===== src/rtl/sercmd_pkg.sv =====
package sercmd_pkg;

    localparam int BYTE_W = 8;
    localparam int ADDR_W = 16;
    localparam int DATA_W = 16;
    localparam int DEC_W  = 10;

    localparam logic [DEC_W-1:0] FA_BASE = 10'h020;
    localparam logic [DEC_W-1:0] FA_MASK = 10'h3F0;
    localparam logic [DEC_W-1:0] FB_BASE = 10'h030;
    localparam logic [DEC_W-1:0] FB_MASK = 10'h3F8;
    localparam logic [DEC_W-1:0] RG_BASE = 10'h070;
    localparam logic [DEC_W-1:0] RG_MASK = 10'h3F8;
    localparam logic [DEC_W-1:0] DL_BASE = 10'h080;
    localparam logic [DEC_W-1:0] DL_MASK = 10'h380;

    // flag-pair numbers (offset >> 1) in window FA
    localparam logic [2:0] FA_PAIR_OUTEN  = 3'd2;
    localparam logic [2:0] FA_PAIR_MEMRST = 3'd3;
    localparam logic [2:0] FA_PAIR_CLKEN  = 3'd4;

    localparam int DLY_GROUPS = 3;

    typedef enum logic [2:0] {
        WIN_NONE,
        WIN_FLAG_A,
        WIN_FLAG_B,
        WIN_REG16,
        WIN_DLY8
    } win_e;

    typedef enum logic [1:0] {
        ST_IDLE,
        ST_AHI,
        ST_D0,
        ST_D1
    } col_st_e;

    typedef struct packed {
        win_e              win;
        logic [ADDR_W-1:0] addr;
        logic [DATA_W-1:0] data;
    } cmd_t;

    function automatic win_e decode_win(input logic [DEC_W-1:0] a);
        if ((a & FA_MASK) == FA_BASE) return WIN_FLAG_A;
        if ((a & FB_MASK) == FB_BASE) return WIN_FLAG_B;
        if ((a & RG_MASK) == RG_BASE) return WIN_REG16;
        if ((a & DL_MASK) == DL_BASE) return WIN_DLY8;
        return WIN_NONE;
    endfunction

    function automatic logic [1:0] data_len(input win_e w);
        case (w)
            WIN_REG16: return 2'd2;
            WIN_DLY8:  return 2'd1;
            default:   return 2'd0;
        endcase
    endfunction

endpackage


===== src/rtl/sercmd_collect.sv =====
module sercmd_collect
    import sercmd_pkg::*;
(
    input  logic              clk,
    input  logic              rst,
    input  logic [BYTE_W-1:0] bus_byte,
    input  logic              bus_stb,
    output logic              done,
    output cmd_t              cmd
);
    col_st_e           st, st_n;
    logic [BYTE_W-1:0] lo_q, lo_n;
    logic [BYTE_W-1:0] d0_q, d0_n;
    logic [ADDR_W-1:0] addr_q, addr_n;
    logic              fin;
    cmd_t              fin_cmd;
    win_e              w_cur, w_new;

    always_comb begin
        st_n         = st;
        lo_n         = lo_q;
        d0_n         = d0_q;
        addr_n       = addr_q;
        fin          = 1'b0;
        w_cur        = decode_win(addr_q[DEC_W-1:0]);
        w_new        = decode_win({bus_byte[DEC_W-BYTE_W-1:0], lo_q});
        fin_cmd.win  = w_cur;
        fin_cmd.addr = addr_q;
        fin_cmd.data = '0;
        if (bus_stb) begin
            st_n = ST_AHI;
            lo_n = bus_byte;
        end else begin
            case (st)
                ST_AHI: begin
                    addr_n = {bus_byte, lo_q};
                    if (data_len(w_new) == 2'd0) begin
                        fin          = (w_new != WIN_NONE);
                        fin_cmd.win  = w_new;
                        fin_cmd.addr = {bus_byte, lo_q};
                        st_n         = ST_IDLE;
                    end else begin
                        st_n = ST_D0;
                    end
                end
                ST_D0: begin
                    d0_n = bus_byte;
                    if (data_len(w_cur) == 2'd1) begin
                        fin          = 1'b1;
                        fin_cmd.data = {{(DATA_W-BYTE_W){1'b0}}, bus_byte};
                        st_n         = ST_IDLE;
                    end else begin
                        st_n = ST_D1;
                    end
                end
                ST_D1: begin
                    fin          = 1'b1;
                    fin_cmd.data = {bus_byte, d0_q};
                    st_n         = ST_IDLE;
                end
                default: st_n = ST_IDLE;
            endcase
        end
    end

    always_ff @(posedge clk) begin
        if (rst) begin
            st     <= ST_IDLE;
            lo_q   <= '0;
            d0_q   <= '0;
            addr_q <= '0;
            done   <= 1'b0;
            cmd    <= '0;
        end else begin
            st     <= st_n;
            lo_q   <= lo_n;
            d0_q   <= d0_n;
            addr_q <= addr_n;
            done   <= fin;
            if (fin) cmd <= fin_cmd;
        end
    end
endmodule


===== src/rtl/sercmd_flags.sv =====
module sercmd_flags
    import sercmd_pkg::*;
(
    input  logic       clk,
    input  logic       rst,
    input  logic       done,
    input  win_e       win,
    input  logic [3:0] off,
    output logic       outen,
    output logic       memrst,
    output logic       clken,
    output logic       ctl_en,
    output logic       rfsh_en
);
    always_ff @(posedge clk) begin
        if (rst) begin
            outen   <= 1'b0;
            memrst  <= 1'b0;
            clken   <= 1'b0;
            ctl_en  <= 1'b0;
            rfsh_en <= 1'b0;
        end else if (done) begin
            if (win == WIN_FLAG_A) begin
                case (off[3:1])
                    FA_PAIR_OUTEN:  outen  <= off[0];
                    FA_PAIR_MEMRST: memrst <= off[0];
                    FA_PAIR_CLKEN:  clken  <= off[0];
                    default: ;
                endcase
            end else if (win == WIN_FLAG_B && !off[2]) begin
                if (off[1]) rfsh_en <= off[0];
                else        ctl_en  <= off[0];
            end
        end
    end
endmodule


===== src/rtl/sercmd_regs.sv =====
module sercmd_regs
    import sercmd_pkg::*;
#(
    parameter int CHN_W  = 16,
    parameter int PER_W  = 8,
    parameter int RADR_W = 10,
    parameter int STAT_W = 8
) (
    input  logic              clk,
    input  logic              rst,
    input  logic              done,
    input  win_e              win,
    input  logic [2:0]        off,
    input  logic [DATA_W-1:0] data,
    output logic [CHN_W-1:0]  chan_mask,
    output logic [PER_W-1:0]  period,
    output logic [RADR_W-1:0] raddr,
    output logic [STAT_W-1:0] stat
);
    always_ff @(posedge clk) begin
        if (rst) begin
            chan_mask <= '0;
            period    <= '0;
            raddr     <= '0;
            stat      <= '0;
        end else if (done && win == WIN_REG16) begin
            case (off)
                3'd0: chan_mask <= data[CHN_W-1:0];
                3'd1: period    <= data[PER_W-1:0];
                3'd2: raddr     <= data[RADR_W-1:0];
                3'd3: stat      <= data[STAT_W-1:0];
                default: ;
            endcase
        end
    end
endmodule


===== src/rtl/sercmd_dly.sv =====
module sercmd_dly
    import sercmd_pkg::*;
(
    input  logic              done,
    input  win_e              win,
    input  logic [6:0]        off,
    input  logic [BYTE_W-1:0] data,
    output logic              we,
    output logic [1:0]        grp,
    output logic [4:0]        idx,
    output logic [BYTE_W-1:0] val
);
    localparam logic [1:0] CLK_GRP = 2'(DLY_GROUPS);

    always_comb begin
        grp = off[6:5];
        idx = off[4:0];
        val = data;
        we  = done && (win == WIN_DLY8) &&
              ((grp != CLK_GRP) || (idx == 5'd0));
    end
endmodule


===== src/rtl/serial_cmd_decoder.sv =====
module serial_cmd_decoder
    import sercmd_pkg::*;
#(
    parameter int CHN_W  = 16,
    parameter int PER_W  = 8,
    parameter int RADR_W = 10,
    parameter int STAT_W = 8
) (
    input  logic              clk,
    input  logic              rst,
    input  logic [BYTE_W-1:0] cmd_byte,
    input  logic              cmd_stb,
    output logic              wr_pulse,
    output logic [ADDR_W-1:0] wr_addr,
    output logic [DATA_W-1:0] wr_data,
    output logic              outen_flag,
    output logic              memrst_flag,
    output logic              clken_flag,
    output logic              ctl_en_flag,
    output logic              rfsh_en_flag,
    output logic [CHN_W-1:0]  chan_mask,
    output logic [PER_W-1:0]  rfsh_period,
    output logic [RADR_W-1:0] rfsh_addr,
    output logic [STAT_W-1:0] stat_ctl,
    output logic              dly_we,
    output logic [1:0]        dly_grp,
    output logic [4:0]        dly_idx,
    output logic [BYTE_W-1:0] dly_val
);
    logic done;
    cmd_t cmd;

    sercmd_collect u_collect (
        .clk      (clk),
        .rst      (rst),
        .bus_byte (cmd_byte),
        .bus_stb  (cmd_stb),
        .done     (done),
        .cmd      (cmd)
    );

    sercmd_flags u_flags (
        .clk     (clk),
        .rst     (rst),
        .done    (done),
        .win     (cmd.win),
        .off     (cmd.addr[3:0]),
        .outen   (outen_flag),
        .memrst  (memrst_flag),
        .clken   (clken_flag),
        .ctl_en  (ctl_en_flag),
        .rfsh_en (rfsh_en_flag)
    );

    sercmd_regs #(
        .CHN_W  (CHN_W),
        .PER_W  (PER_W),
        .RADR_W (RADR_W),
        .STAT_W (STAT_W)
    ) u_regs (
        .clk       (clk),
        .rst       (rst),
        .done      (done),
        .win       (cmd.win),
        .off       (cmd.addr[2:0]),
        .data      (cmd.data),
        .chan_mask (chan_mask),
        .period    (rfsh_period),
        .raddr     (rfsh_addr),
        .stat      (stat_ctl)
    );

    sercmd_dly u_dly (
        .done (done),
        .win  (cmd.win),
        .off  (cmd.addr[6:0]),
        .data (cmd.data[BYTE_W-1:0]),
        .we   (dly_we),
        .grp  (dly_grp),
        .idx  (dly_idx),
        .val  (dly_val)
    );

    assign wr_pulse = done;
    assign wr_addr  = cmd.addr;
    assign wr_data  = cmd.data;
endmodule


===== config.mk =====
export PLATFORM = sky130hd
export DESIGN_NAME = serial_cmd_decoder
export DESIGN_NICKNAME = d
export VERILOG_FILES = /design/src/rtl/sercmd_pkg.sv /design/src/rtl/sercmd_collect.sv /design/src/rtl/sercmd_flags.sv /design/src/rtl/sercmd_regs.sv /design/src/rtl/sercmd_dly.sv /design/src/rtl/serial_cmd_decoder.sv
export SDC_FILE = /design/constraint.sdc
export NUM_CORES = 1
export LEC_CHECK = 0
export BUFFER_PORTS_ARGS = -buffer_cell sky130_fd_sc_hd__clkbuf_2
export CORE_MARGIN = 8
export CORE_UTILIZATION = 55
export CTS_CLUSTER_SIZE = 30
export DETAILED_ROUTE_END_ITERATION = 16
export GPL_TIMING_DRIVEN = 0
export PLACE_DENSITY_LB_ADDON = 0.3
export SLEW_MARGIN = 15
export SYNTH_ARGS = -nofsm -noshare
export SYNTH_HDL_FRONTEND = slang
export SYNTH_SLANG_ARGS = --single-unit

===== constraint.sdc =====
create_clock -name clk -period 4.28 [get_ports clk]
set_input_delay 0 -clock clk [delete_from_list [all_inputs] [get_ports clk]]
set_output_delay 0 -clock clk [all_outputs]
set_load 0.02 [all_outputs]

-- Word-level counts from Yosys, hierarchy flattened
Index checks and enable logic that the tools add are counted.
- reduce and logical (&&, ||, !) cells: 22
- mux-type cells: 55
- bitwise logic cells: 3
- equality and inequality tests: 27
- operators with widths (cell ; number):
    $mux 3 ; 16
    $mux 19 ; 2
    $mux 35 ; 1
    $pmux 16 s2 ; 1
    $eq 3x2->1 const B ; 8
    $mux 1 ; 24
    $eq 7x3->1 const B ; 2
    $eq 7x4->1 const B ; 2
    $eq 3x1->1 const B ; 4
    $eq 3x3->1 const B ; 4
    $eq 6x2->1 const B ; 2
    $mux 2 ; 6
    $pmux 2 s2 ; 3
    $reduce_and 2->1 ; 6
    $reduce_and 3->1 ; 3
    $mux 8 ; 1
    $reduce_and 4->1 ; 2
    $logic_not 5->1 ; 1
    $eq 2x1->1 const B ; 2
    $eq 2x2->1 const B ; 2
    $logic_and 1x1->1 ; 4
    $logic_not 3->1 ; 1
    $not 1->1 ; 3
    $pmux 1 s3 ; 1
    6 further kinds ; 6
- register bits after elaboration: 117
- word-level logic and storage cells: 125
- output and inout bits: 96
- bits of input ports: 11

-- Longest topological paths before layout
- word-level depth: 20
- depth in mapped cells: 9
- depth with buffers taken out: 6

-- By module
Synthesis repeated with hierarchy kept, for this count alone.
- cells, all modules: 568
- area, all modules: 5210.0 µm²
- by module, submodules not included (module ; area each (µm²) ; seq. area each (µm²) ; cells each ; instances):
    sercmd_collect ; 3035.4 ; 1401.3 ; 351 ; 1
    sercmd_regs ; 1746.7 ; 840.8 ; 174 ; 1
    sercmd_flags ; 282.8 ; 100.1 ; 24 ; 1
    sercmd_dly ; 145.1 ; 0.0 ; 19 ; 1

-- Worst setup path before layout
OpenSTA, ideal clock, no wires.
- path kind: flip-flop to flip-flop
- from: register u_collect.st[0]
- to: register, netlist name u_collect.cmd[17]
- clock period less this slack: 2.023 ns
- stages on the path, launching flop included: 9
- setup time: 0.139 ns
- buffers on the path: 2
- required time: 4.141 ns
- arrival: 1.884 ns
- path slack: 2.257 ns
- cells stage by stage: dfxtp_1 > inv_1 > ha_1 > nor4bb_1 > clkbuf_1 > a311oi_1 > nor2_1 > buf_2 > a211oi_1
- word-level cells in the longest chain between the ends: 3
- elaborated cells on any way between the ends: 7
- classes of those cells: eq/ne: 3; mux: 4
- RTL lines (what ; line ; source):
    from (decl) ; sercmd_collect.sv:11 ; col_st_e st, st_n;
    from (signal assigned) ; sercmd_collect.sv:75 ; st <= st_n;
    $eq 2x2->1 or $eq 2x1->1 (tied branches) ; sercmd_collect.sv:34 ; case (st)
    $pmux 1 s3 or $mux 19 (tied branches) ; sercmd_collect.sv:34 ;
    $mux 1 or $mux 35 (tied branches) ; sercmd_collect.sv:30 ; if (bus_stb) begin
Several ways; a longest one is shown, not always the timed one.
A chain may end at the register's enable or synchronous reset.

-- Final worst setup path
- from: register u_collect.st[0]
- to: register, netlist name u_collect.cmd[19]
- word-level cells in the longest chain between the ends: 3
- elaborated cells on any way between the ends: 7
- classes of those cells: eq/ne: 3; mux: 4
- RTL lines (what ; line):
    $eq 2x2->1 or $eq 2x1->1 (tied branches) ; sercmd_collect.sv:34
    $pmux 1 s3 or $mux 19 (tied branches) ; sercmd_collect.sv:34
    $mux 1 or $mux 35 (tied branches) ; sercmd_collect.sv:30
Several ways; a longest one is shown, not always the timed one.

==> qor.csv <==
stage,metric,value,unit
cells_and_area,syn_to_final_growth,25.8,%
route,vias,4474,
cells_and_area,drive_above_1_share,30.0,%
yosys,ys_warn_count,0,
yosys,synth.distinct_cells,45,
floorplan,die_w,113,um
timing,period_needed,2.63,ns
cts,clk_latency,0.52,ns
yosys,synthMuxAreaShare,14.2,%
yosys,syn-num-nets,563,
timing,period_share,61.5,%
run_status,status,completed,
timing,slew_headroom,50.9,%
route,drt_pass1_iterations,5,
yosys,synth_xor_area_share,0,%
cells_and_area,antennaDiodeCount,0,
power_and_ir_drop,cellPowerDensity,403,nW/um^2
timing,final-setup-viol-count,0,
yosys,synth_adder_area_share,0.971,%
yosys,synthSimpleGateAreaFrac,14.9,%
min_path,hold_start,rst,
route,drt-wirelength-per-cell,17.2,um
power_and_ir_drop,vdd_drop_max,0.000257,V
worst_setup_path,cp-start-kind,flop,
timing,fin_tns_setup,0,ns
floorplan,ios,107,
global_route,grt_pass1_vias,4288,
cells_and_area,nFillCells,681,
cts,cts_root_buf,clkbuf_8,
cells_and_area,finalNetCount,692,
worst_setup_path,worst-setup-path-type,flop to flop,
worst_setup_path,reg2reg_to,u_collect.cmd[19]$_SDFFE_PP0P_,
timing,clock_skew,0.00986,ns
timing,worst_slew_pin_slew,0.730,ns
min_path,min_delay_path_depth,3,
cells_and_area,final_core_util,70.8,%
cts,cts.sinks,117,
yosys,seq_area_frac_synth,45.4,%
place,port_buffers,102,
floorplan,core,9150,um^2
worst_setup_path,crit_required,4.66,ns
min_path,holdPathEnd,u_collect.cmd[34]$_SDFFE_PP0P_,
route,ant_nets,0,
yosys,synth_cells,548,
min_path,hold_class,primary input to flop,
timing,rsz0062_at_grt,false,
route,drt_wl_total,13.8,mm
yosys,ys.flop_type,dfxtp_1,
worst_setup_path,r2r_slack,1.65,ns
place,dp_hpwl,9.81,mm
worst_setup_path,crit_path_max_fanout,10,
worst_setup_path,r2r_cells,8,
timing,fmax,0.380,GHz
route,vias_per_cell,5.59,
global_route,grt.overflow.total,0,
job,max_cap_viol_count,0,
cts,clk_pin_slew,0.06,ns
yosys,synth_edf_count,0,
floorplan,die_h,113,um
cts,numCtsBuffers,17,
cts,clockBufferDepth,2,
cts,cts_tree,done,
timing,maxSlewViolCount,0,
route,first_iter_violations,312,
floorplan,start_util,56.3,%
timing,hold_viol_final,0,
worst_setup_path,crit_arrival,3.02,ns
power_and_ir_drop,leakage,2.74,nW
yosys,synth-seq-cells,117,
global_route,track_usage,21.5,%
worst_setup_path,critPathCaptureType,flop,
yosys,synth_top_family_by_area,simple AND/OR/NAND/NOR gates,
yosys,synth_compound_area_share,13.9,%
global_route,grt_pass1_wl,21.9,mm
yosys,async_reset_ff_share,0,%
floorplan,num_rows,35,
global_route,grt_max_degree,17,
worst_setup_path,r2r-start,u_collect.st[0]$_SDFF_PP0_,
yosys,synth_area_per_cell,9.41,um^2
global_route,antenna_found_initial,0,
yosys,synth_area,5150,um^2
floorplan,die_area,12700,um^2
route,drc_errors,0,
cts,htreeDepth,4,
place,gp_congestion,0.890,
## Yosys cell counts, types with 3 or more instances
library cell  instances  area (um^2)
a211oi_1             16          120
buf_2                 9         45.0
nand3b_1              4         30.0
a22oi_1               9         67.6
mux2i_1              73          731
nand3_1               4         20.0
nand2_1              47          176
buf_4                48          360
nor2_1               69          259
nor2b_1               3         18.8
a211oi_2              6         75.1
dfxtp_1             117         2340
o21ai_0              11         55.1
buf_1                 5         18.8
nor4bb_1              3         30.0
a311oi_1              4         35.0
clkbuf_1             22         82.6
a21oi_1              51          255
ha_1                  4         50.1
nand2b_1              5         31.3
inv_1                 5         18.8
nor4_4                3         63.8
## cells in the final DEF (no fill, tap or decap), drive strengths merged, types with 3 or more instances in the layout
cell type	instances
nor2	69
a22oi	9
nor4b	3
nor2b	3
clkinv	6
dfxtp	117
o21ai	11
nor4bb	3
inv	8
ha	4
nand2	47
clkbuf	144
a311oi	4
a211oi	22
nand3	4
dlygate4sd3	8
nand3b	4
nand2b	5
mux2i	73
nor4	5
a21oi	51
buf	64
## metal layers
layer | global-route usage (%) | up-vias | part of all wire (%) | wire length [um]
met1 | 26.0 | 2135 | 42 | 5800
met5 | 0 | - | 0 | 0
met3 | 5.70 | 30 | 7.3 | 1010
li1 | - | 2138 | - | -
met2 | 35.7 | 171 | 49 | 6690
met4 | 8.63 | 0 | 2.1 | 284
## how the worst max path moves through the flow
stage / startpoint / end / slack [ns] / depth (start not counted)
global route: u_collect.st[0]$_SDFF_PP0_ / u_collect.cmd[19]$_SDFFE_PP0P_ / 1.50 / 8
detailed placement: u_collect.st[0]$_SDFF_PP0_ / u_collect.cmd[19]$_SDFFE_PP0P_ / 1.75 / 8
floorplan: u_collect.st[0]$_SDFF_PP0_ / u_collect.cmd[17]$_SDFFE_PP0P_ / 2.26 / 8
finish: u_collect.st[0]$_SDFF_PP0_ / u_collect.cmd[19]$_SDFFE_PP0P_ / 1.65 / 8
global placement: u_collect.st[0]$_SDFF_PP0_ / u_collect.cmd[17]$_SDFFE_PP0P_ / 1.78 / 8
CTS: u_collect.st[0]$_SDFF_PP0_ / u_collect.cmd[19]$_SDFFE_PP0P_ / 1.72 / 8
## logic make-up (layout without fill, tap and decap cells)
group,count (synthesis),after routing
AOI/OAI and AO/OA,108,108
and+or+nand+nor,155,155
DFF,117,117
buffers and inverters,91,233
muxes,73,73
adders and majority gates,4,4
## what timing repair did
item	CTS	global route
endpoints found under the hold margin	40	0
resized for setup	0	0
hold buffers	8	0
endpoints found under the setup margin	0	0
setup buffers	0	0
## stage by stage
| step | hold WS, ns | setup slack, ns | cells | cell area, um^2 | total power [W] |
|---|---|---|---|---|---|
| global route | 0.119 | 1.50 | 801 | 6480 | 0.00268 |
| global placement | 0.293 | 1.78 | 761 | 5800 | 0.00122 |
| detailed placement | 0.301 | 1.75 | 761 | 5800 | 0.00122 |
| CTS | 0.0631 | 1.72 | 801 | 6480 | 0.00263 |
| finish | 0.114 | 1.65 | 801 | 6480 | 0.00262 |
| floorplan | 0.136 | 2.26 | 548 | 5150 | 0.00119 |
## sequential cells by signal, summed over array words and instances, names as in the netlist
name,flops
u_flags.outen,1
u_regs.period,8
u_flags.clken,1
u_flags.memrst,1
u_collect.d0_q,8
u_flags.ctl_en,1
u_collect.st,2
u_regs.stat,8
u_collect.done,1
u_collect.lo_q,8
u_collect.addr_q,16
u_regs.raddr,10
u_regs.chan_mask,16
u_flags.rfsh_en,1
u_collect.cmd,35
## worst max-delay path, cell delays in order, from the launching register on
cell,delay (ns)
dfxtp_1,0.33
inv_1,0.10
ha_1,0.25
nor4bb_1,0.32
clkbuf_1,0.38
a311oi_1,0.12
nor2_1,0.52
buf_2,0.36
a211oi_1,0.11
## report_power, final
| group | leakage [nW] | internal, W | switching, W | total, W |
|---|---|---|---|---|
| Combinational | 1.50 | 0.0000319 | 0.0000645 | 0.0000964 |
| Sequential | 0.945 | 0.00110 | 0.0000102 | 0.00111 |
| Clock | 0.292 | 0.000883 | 0.000527 | 0.00141 |
## layout make-up
| class | instances | area, um^2 | area share [%] |
|---|---|---|---|
| buffer | 86 | 533 | 8.22 |
| multi-input combinational | 340 | 2260 | 34.9 |
| clock buffer | 20 | 455 | 7.03 |
| tap | 111 | 139 | 2.14 |
| clock inverter | 12 | 143 | 2.20 |
| inverter | 5 | 18.8 | 0.290 |
| sequential | 117 | 2340 | 36.1 |
| timing repair buffer | 110 | 591 | 9.11 |
(Power assumes the default switching activity.)
